===== src/rtl/rm_pkg.sv =====
package rm_pkg;
  // Frame geometry
  parameter int SYS_SLOTS      = 32;
  parameter int DS1_PAY_SLOTS  = 24;
  parameter int BYTE_W         = 8;
  parameter int PAT_W          = 3;

  localparam int SLOT_W     = $clog2(SYS_SLOTS);
  localparam int FILL_SLOTS = SYS_SLOTS - DS1_PAY_SLOTS;
  localparam int GROUP      = SYS_SLOTS / FILL_SLOTS;
  localparam int GRP_SH     = $clog2(GROUP);

  typedef struct packed {
    logic              e1;
    logic [PAT_W-1:0]  pat;
    logic [BYTE_W-1:0] fill;
  } rm_cfg_t;

  typedef enum logic [1:0] {
    PL_SPREAD = 2'd0,
    PL_TAIL   = 2'd1,
    PL_HEAD   = 2'd2
  } place_e;
endpackage


===== src/rtl/rm_cfg_hold.sv =====
module rm_cfg_hold
  import rm_pkg::*;
(
  input  logic    clk,
  input  logic    rst_n,
  input  logic    adv,
  input  logic    frame_start,
  input  rm_cfg_t cfg_live,
  output rm_cfg_t cfg_use,
  output rm_cfg_t cfg_held
);
  logic hold_en;

  always_comb begin
    cfg_use = frame_start ? cfg_live : cfg_held;
    hold_en = adv & frame_start;
  end

  always_ff @(posedge clk or negedge rst_n) begin
    if (!rst_n) begin
      cfg_held <= {1'b0, {PAT_W{1'b0}}, {BYTE_W{1'b1}}};
    end else if (hold_en) begin
      cfg_held <= cfg_use;
    end
  end
endmodule


===== src/rtl/rm_slot_xlate.sv =====
module rm_slot_xlate
  import rm_pkg::*;
(
  input  logic              e1,
  input  logic [PAT_W-1:0]  pat,
  input  logic [SLOT_W-1:0] sys_slot,
  output logic              stuff,
  output logic [SLOT_W-1:0] line_idx
);
  localparam logic [SLOT_W-1:0] PAY_LIM  = SLOT_W'(DS1_PAY_SLOTS);
  localparam logic [SLOT_W-1:0] FILL_LIM = SLOT_W'(FILL_SLOTS);

  place_e            place;
  logic [SLOT_W-1:0] grp_no;
  logic [GRP_SH-1:0] in_grp;

  always_comb begin
    unique case (pat)
      PAT_W'(1): place = PL_TAIL;
      PAT_W'(2): place = PL_HEAD;
      default:   place = PL_SPREAD;
    endcase
    grp_no = sys_slot >> GRP_SH;
    in_grp = sys_slot[GRP_SH-1:0];
  end

  always_comb begin
    if (e1) begin
      stuff    = 1'b0;
      line_idx = sys_slot;
    end else begin
      unique case (place)
        PL_TAIL: begin
          stuff    = (sys_slot >= PAY_LIM);
          line_idx = sys_slot;
        end
        PL_HEAD: begin
          stuff    = (sys_slot < FILL_LIM);
          line_idx = sys_slot - FILL_LIM;
        end
        default: begin
          stuff    = (in_grp == '0);
          line_idx = sys_slot - grp_no - SLOT_W'(1);
        end
      endcase
    end
  end
endmodule


===== src/rtl/rm_line_store.sv =====
module rm_line_store
  import rm_pkg::*;
(
  input  logic              clk,
  input  logic              rst_n,
  input  logic              wr_en,
  input  logic [SLOT_W-1:0] wr_idx,
  input  logic [BYTE_W-1:0] wr_data,
  input  logic [SLOT_W-1:0] rd_idx,
  output logic [BYTE_W-1:0] rd_data
);
  logic [BYTE_W-1:0]    mem [SYS_SLOTS];
  logic [SYS_SLOTS-1:0] we;

  for (genvar g = 0; g < SYS_SLOTS; g++) begin : g_we
    assign we[g] = wr_en & (wr_idx == SLOT_W'(g));
  end

  always_ff @(posedge clk or negedge rst_n) begin
    if (!rst_n) begin
      for (int i = 0; i < SYS_SLOTS; i++) mem[i] <= '0;
    end else begin
      for (int i = 0; i < SYS_SLOTS; i++) begin
        if (we[i]) mem[i] <= wr_data;
      end
    end
  end

  assign rd_data = mem[rd_idx];
endmodule


===== src/rtl/ds1_e1_slot_mapper.sv =====
module ds1_e1_slot_mapper
  import rm_pkg::*;
(
  input  logic              clk,
  input  logic              rst_n,
  input  logic              cfg_e1_mode,
  input  logic [PAT_W-1:0]  cfg_fill_pat,
  input  logic [BYTE_W-1:0] cfg_fill_byte,
  input  logic              ln_valid,
  input  logic              ln_fstart,
  input  logic [SLOT_W-1:0] ln_slot,
  input  logic [BYTE_W-1:0] ln_byte,
  input  logic              sys_en,
  output logic              sys_valid,
  output logic [SLOT_W-1:0] sys_slot,
  output logic [BYTE_W-1:0] sys_byte,
  output logic              sys_stuff
);
  localparam logic [SLOT_W-1:0] LAST_SLOT = SLOT_W'(SYS_SLOTS - 1);
  localparam logic [SLOT_W-1:0] PAY_LIM   = SLOT_W'(DS1_PAY_SLOTS);

  // Reset: asserted asynchronously, released on a clock edge
  logic [1:0] rst_pipe;
  logic       rst_sync_n;

  always_ff @(posedge clk or negedge rst_n) begin
    if (!rst_n) rst_pipe <= '0;
    else        rst_pipe <= {rst_pipe[0], 1'b1};
  end
  assign rst_sync_n = rst_pipe[1];

  // System slot counter
  logic [SLOT_W-1:0] slot_cnt, slot_cnt_d;
  logic              frame_start;

  always_comb begin
    frame_start = (slot_cnt == '0);
    slot_cnt_d  = (slot_cnt == LAST_SLOT) ? '0 : slot_cnt + SLOT_W'(1);
  end

  always_ff @(posedge clk or negedge rst_sync_n) begin
    if (!rst_sync_n)  slot_cnt <= '0;
    else if (sys_en)  slot_cnt <= slot_cnt_d;
  end

  // Configuration sampled at frame boundary
  rm_cfg_t cfg_live, cfg_use, cfg_held;
  assign cfg_live = {cfg_e1_mode, cfg_fill_pat, cfg_fill_byte};

  rm_cfg_hold u_cfg (
    .clk         (clk),
    .rst_n       (rst_sync_n),
    .adv         (sys_en),
    .frame_start (frame_start),
    .cfg_live    (cfg_live),
    .cfg_use     (cfg_use),
    .cfg_held    (cfg_held)
  );

  // Slot translation
  logic              map_stuff;
  logic [SLOT_W-1:0] map_idx;

  rm_slot_xlate u_xlate (
    .e1       (cfg_use.e1),
    .pat      (cfg_use.pat),
    .sys_slot (slot_cnt),
    .stuff    (map_stuff),
    .line_idx (map_idx)
  );

  // Line-side write qualification and store
  logic              wr_ok;
  logic [BYTE_W-1:0] rd_byte;

  always_comb begin
    wr_ok = ln_valid
          & (ln_fstart == (ln_slot == '0))
          & (cfg_held.e1 | (ln_slot < PAY_LIM));
  end

  rm_line_store u_store (
    .clk     (clk),
    .rst_n   (rst_sync_n),
    .wr_en   (wr_ok),
    .wr_idx  (ln_slot),
    .wr_data (ln_byte),
    .rd_idx  (map_idx),
    .rd_data (rd_byte)
  );

  // Output stage
  logic [BYTE_W-1:0] out_byte_d;

  always_comb begin
    out_byte_d = map_stuff ? cfg_use.fill : rd_byte;
  end

  always_ff @(posedge clk or negedge rst_sync_n) begin
    if (!rst_sync_n) begin
      sys_valid <= 1'b0;
    end else begin
      sys_valid <= sys_en;
    end
  end

  always_ff @(posedge clk or negedge rst_sync_n) begin
    if (!rst_sync_n) begin
      sys_slot  <= '0;
      sys_byte  <= '0;
      sys_stuff <= 1'b0;
    end else if (sys_en) begin
      sys_slot  <= slot_cnt;
      sys_byte  <= out_byte_d;
      sys_stuff <= map_stuff;
    end
  end
endmodule


===== config.mk =====
export PLATFORM = sky130hd
export DESIGN_NAME = ds1_e1_slot_mapper
export DESIGN_NICKNAME = d
export VERILOG_FILES = /design/src/rtl/rm_pkg.sv /design/src/rtl/rm_cfg_hold.sv /design/src/rtl/rm_slot_xlate.sv /design/src/rtl/rm_line_store.sv /design/src/rtl/ds1_e1_slot_mapper.sv
export SDC_FILE = /design/constraint.sdc
export NUM_CORES = 1
export LEC_CHECK = 0
export BUFFER_PORTS_ARGS = -buffer_cell sky130_fd_sc_hd__clkbuf_2
export CAP_MARGIN = 30
export CELL_PAD_IN_SITES_DETAIL_PLACEMENT = 1
export CELL_PAD_IN_SITES_GLOBAL_PLACEMENT = 1
export CORE_MARGIN = 2
export CORE_UTILIZATION = 57
export DETAILED_ROUTE_END_ITERATION = 12
export MAX_ROUTING_LAYER = met4
export PLACE_DENSITY = 0.95
export SLEW_MARGIN = 10
export SYNTH_ARGS = -nofsm -noshare
export SYNTH_HDL_FRONTEND = slang
export SYNTH_HIERARCHICAL = 1
export SYNTH_SLANG_ARGS = --single-unit
export TNS_END_PERCENT = 5

===== constraint.sdc =====
create_clock -name clk -period 14.6 [get_ports clk]
set_input_delay 2.92 -clock clk [delete_from_list [all_inputs] [get_ports clk]]
set_output_delay 2.92 -clock clk [all_outputs]
set_load 0.01 [all_outputs]

==> out/results.txt <==
The run finished with clean final reports. The initial cell density of the core is 0.5818, and the placement row count is 56. Clock tree synthesis found a total of 290 sinks. The logs give 813 for the iteration-0 DRC count of the detailed router and 46 for the number of distinct standard cells referenced by the synthesized netlist. The routed design uses 20270 um of met2 wire.

STA classifies the critical path endpoint as a flip-flop. From bottom edge to top edge, the die measures 158.8 um. The top achievable clock speed came out at 146.5 MHz. The slowest stage cell on the critical path is sky130_fd_sc_hd__mux4_2. The logs give 0 for the final hold violation count and 0 for the post-CTS setup buffer count. The final standard cell count with taps included and fillers excluded was 1244. The final clock period utilization by the worst path was 0.4676. From left edge to right edge, the die measures 158.8 um.

Counting the buffers created by CTS gives 30. Across the run, the number of max-cap violations was 0. The run gives 1 as the number of levels the H-tree was split into. The tools report the final wirelength as 40650 um. The most frequent standard cell in the layout excluding fill and tap cells is sky130_fd_sc_hd__mux2_2. The routed layout has 8539 vias.

The category of cells accounting for the largest share of critical-path delay is multiplexers. The area of the die came out at 25210 um^2. The worst min-delay path category is reg2reg. The logs give 13660 um^2 for the total standard cell area after synthesis and 1 for the number of antenna violations at the first check in global routing. Data on the critical path arrives at its endpoint at 7.24 ns. Dividing the detail-routed wire length by the instance count gives 32.68 um. The run gives 45 as the top-level I/O count. The library cells used most frequently in the layout, excluding fill and tap cells, are sky130_fd_sc_hd__mux2_2, sky130_fd_sc_hd__dfrtp_1, sky130_fd_sc_hd__mux4_2, sky130_fd_sc_hd__clkbuf_2, sky130_fd_sc_hd__clkbuf_16. Before CTS, the worst setup slack after placement is 7.116 ns. TritonCTS built the clock tree.

The total power density per cell area was 210.8 nW/um^2. Setup repair after global routing left no endpoint under its margin. Walking the worst path, the cells encountered are clkbuf_2, mux2_2, nor3b_1, ha_1, o21bai_1, a22o_4, buf_4, buf_16, mux4_2, mux4_2, mux2_2, mux2i_1, a21oi_1.

Final-layout fill cell count: 2049. The mean post-synth cell area was 15.64 um^2; the via count normalized by instance count was 6.864. The number of buffers and inverters on the critical path is 3. Amount of wire on met3 after detailed routing: 2766 um. Setup violations remaining at the end of the flow were counted as 0. The number of gates resized after CTS was 0. The total routing usage reported by global routing is 0.3402, and the maximum number of pins on one net before global-route repair is 68. The tools report the total of hold buffers inserted after clock tree synthesis as 0.

The logs give 943 for the number of nets in the layout and 5 for the number of detailed-routing iterations run before antenna repair. The minimum clock period after layout came out at 6.827 ns. The total grt overflow was 0. Once routing completed, OpenROAD measured the worst setup slack at 7.773 ns. After floorplanning, the core was sized to cover 23470 um^2.

For this run, the number of Yosys warnings is 6. The maximum single-stage delay on the critical path is 0.59 ns, and the total half-perimeter wirelength after legalization and detailed placement is 23080 um. In the final routing, the length of wire on met1 measures 15600 um. Max-slew violation total from the final report: 0. Relative to the synthesized area, the layout overhead comes to 11.21%.

The run gives 0 as the residual DRC count. The logs give 9545 for the number of global-route vias before repair and 0 ns for the summed negative setup slack over all endpoints. The worst setup path is launched from a primary input. The clock passes through at most 3 buffers.

The fraction of the yosys area taken by sequential cells was 0.5322; the synthesized flop and latch total was 290. The worst setup path is of the in2reg kind. The headroom to the max-slew limit was 0.2556.

At the later pin of the worst-skew pair, clock insertion delay measures 0.58 ns. The first global-routing pass estimated 62780 um of wire. For the gate count of the mapped netlist, the log shows 873. IR analysis of the VDD net gives a maximum drop of 0.0001878 V. For this design the static power due to leakage is 7.051 nW. The routability congestion estimate is 0.8145. Counting every net in the synthesized netlist gives 914. The setup skew after layout was 0.02827 ns. The run gives 0 as the remaining antenna violation count. The tools report the cell at the root of the clock tree as sky130_fd_sc_hd__clkbuf_16. At the pin with the least slew margin, the transition time is 1.108 ns. The tools report the count of placed standard cells including taps as 1186. For the worst setup path, the data required time is 15.02 ns.

The share of final-layout standard cells stronger than drive strength 1 was 0.5400; the number of buffer cells added on primary ports was 44. The highest net fanout along the worst path works out to 40. After clock tree synthesis, the clock-pin slew on the worst setup and hold paths is 0.06 ns. Highest signal layer in the routed design: met4.
## layer usage
metal  GRT usage  vias to the layer above
li1            -                     3332
met1      0.4278                     4606
met2      0.5486                      446
met3     0.06322                      155
met4      0.1430                        0
met5           -                        -
## registers in the layout, summed over array words and instances (netlist names)
name and count:
u_store/mem 256, u_cfg/cfg_held 12, sys_byte 8, slot_cnt 5, sys_slot 5, rst_pipe 2, sys_stuff 1, sys_valid 1
## logic make-up (layout without fill, tap and decap cells)
kind of cell / count (synthesis) / in the layout / synth area share
AND/OR/NAND/NOR: 86 / 86 / 0.03500
other: 1 / 2 / 0.0002746
flip-flops: 290 / 290 / 0.5322
adder cells (fa/ha/maj): 11 / 11 / 0.01063
AO/OA/AOI/OAI: 29 / 29 / 0.01329
buffers and inverters: 71 / 122 / 0.02309
XOR/XNOR: 1 / 1 / 0.0006415
multiplexers: 384 / 384 / 0.3849
## final timing paths
| path | startpoint | end | slack [ns] | cells after the start |
|---|---|---|---|---|
| setup / recovery | cfg_fill_pat[1] | sys_byte[7]$_DFFE_PN0P_ | 7.77 | 13 |
| hold / removal | rst_pipe[0]$_DFF_PN0_ | rst_pipe[1]$_DFF_PN0_ | 0.35 | 0 |
| min in group asynchronous | rst_pipe[1]$_DFF_PN0_ | u_store/mem[30]$_DFFE_PN0P_ | 0.43 | 0 |
| hold reg to reg | rst_pipe[0]$_DFF_PN0_ | rst_pipe[1]$_DFF_PN0_ | 0.35 | 0 |
| setup reg to reg | slot_cnt[1]$_DFFE_PN0P_ | sys_byte[7]$_DFFE_PN0P_ | 8.72 | 16 |
| max in group asynchronous | rst_pipe[1]$_DFF_PN0_ | u_cfg/cfg_held[9]$_DFFE_PN0P_ | 12.14 | 3 |
## report_power, final
part	switching [mW]	internal [mW]	total, mW
combinational	0.717	0.685	1.40
clock	0.329	0.424	0.754
sequential	0.112	0.935	1.05
total	1.16	2.04	3.20
## Yosys cell counts (all sizes together)
| cell type | number | area (um^2) |
|---|---|---|
| nor2 | 24 | 90.09 |
| a22oi | 1 | 7.510 |
| ha | 10 | 125.1 |
| buf | 24 | 138.9 |
| o21bai | 1 | 7.510 |
| nor4bb | 2 | 20.02 |
| xor2 | 1 | 8.760 |
| and3 | 4 | 25.02 |
| nand2 | 19 | 73.82 |
| dfstp | 8 | 210.2 |
| nor2b | 7 | 43.79 |
| nor4b | 3 | 26.28 |
| and4bb | 1 | 12.51 |
| nor3b | 3 | 27.52 |
| or2 | 1 | 6.260 |
| or4 | 1 | 11.26 |
| a211oi | 1 | 7.510 |
| conb | 1 | 3.750 |
| or3 | 2 | 12.51 |
| nand4 | 1 | 6.260 |
| and4b | 1 | 10.01 |
| mux4 | 80 | 1802 |
| inv | 8 | 30.03 |
| a21oi | 11 | 55.05 |
| or3b | 1 | 8.760 |
| mux2i | 8 | 80.08 |
| dfrtp | 282 | 7057 |
| a311o | 2 | 20.02 |
| a221o | 1 | 10.01 |
| mux2 | 296 | 3374 |
| a22o | 3 | 26.28 |
| nor3 | 3 | 20.02 |
| nand3 | 4 | 20.02 |
| o21a | 1 | 7.510 |
| nand2b | 6 | 37.54 |
| nand4b | 3 | 26.28 |
| o21ai | 8 | 40.04 |
| fa | 1 | 20.02 |
| clkbuf | 39 | 146.4 |
## metrics by stage
stage,util,instance area (um^2),hold WS (ns),total power [mW]
6_report,0.6470,15190,0.3481,3.202
2_1_floorplan,-,13660,0.3312,1.989
3_3_place_gp,0.5994,14070,0.3328,2.252
4_1_cts,0.6437,15110,0.3511,3.141
5_1_grt,0.6470,15190,0.3664,3.313
3_5_place_dp,0.6030,14150,0.3371,2.319
## area by class of cell
class / instances / area [um^2] / area share
Sequential cell: 290 / 7271 / 0.4788
Multi-Input combinational cell: 512 / 6090 / 0.4010
Clock buffer: 48 / 908.4 / 0.05982
Timing Repair Buffer: 60 / 440.4 / 0.02900
Tap cell: 319 / 399.1 / 0.02628
Clock inverter: 6 / 45.04 / 0.002966
Inverter: 8 / 30.03 / 0.001977
Antenna cell: 1 / 2.502 / 0.0001648
(Power assumes the default switching activity.)
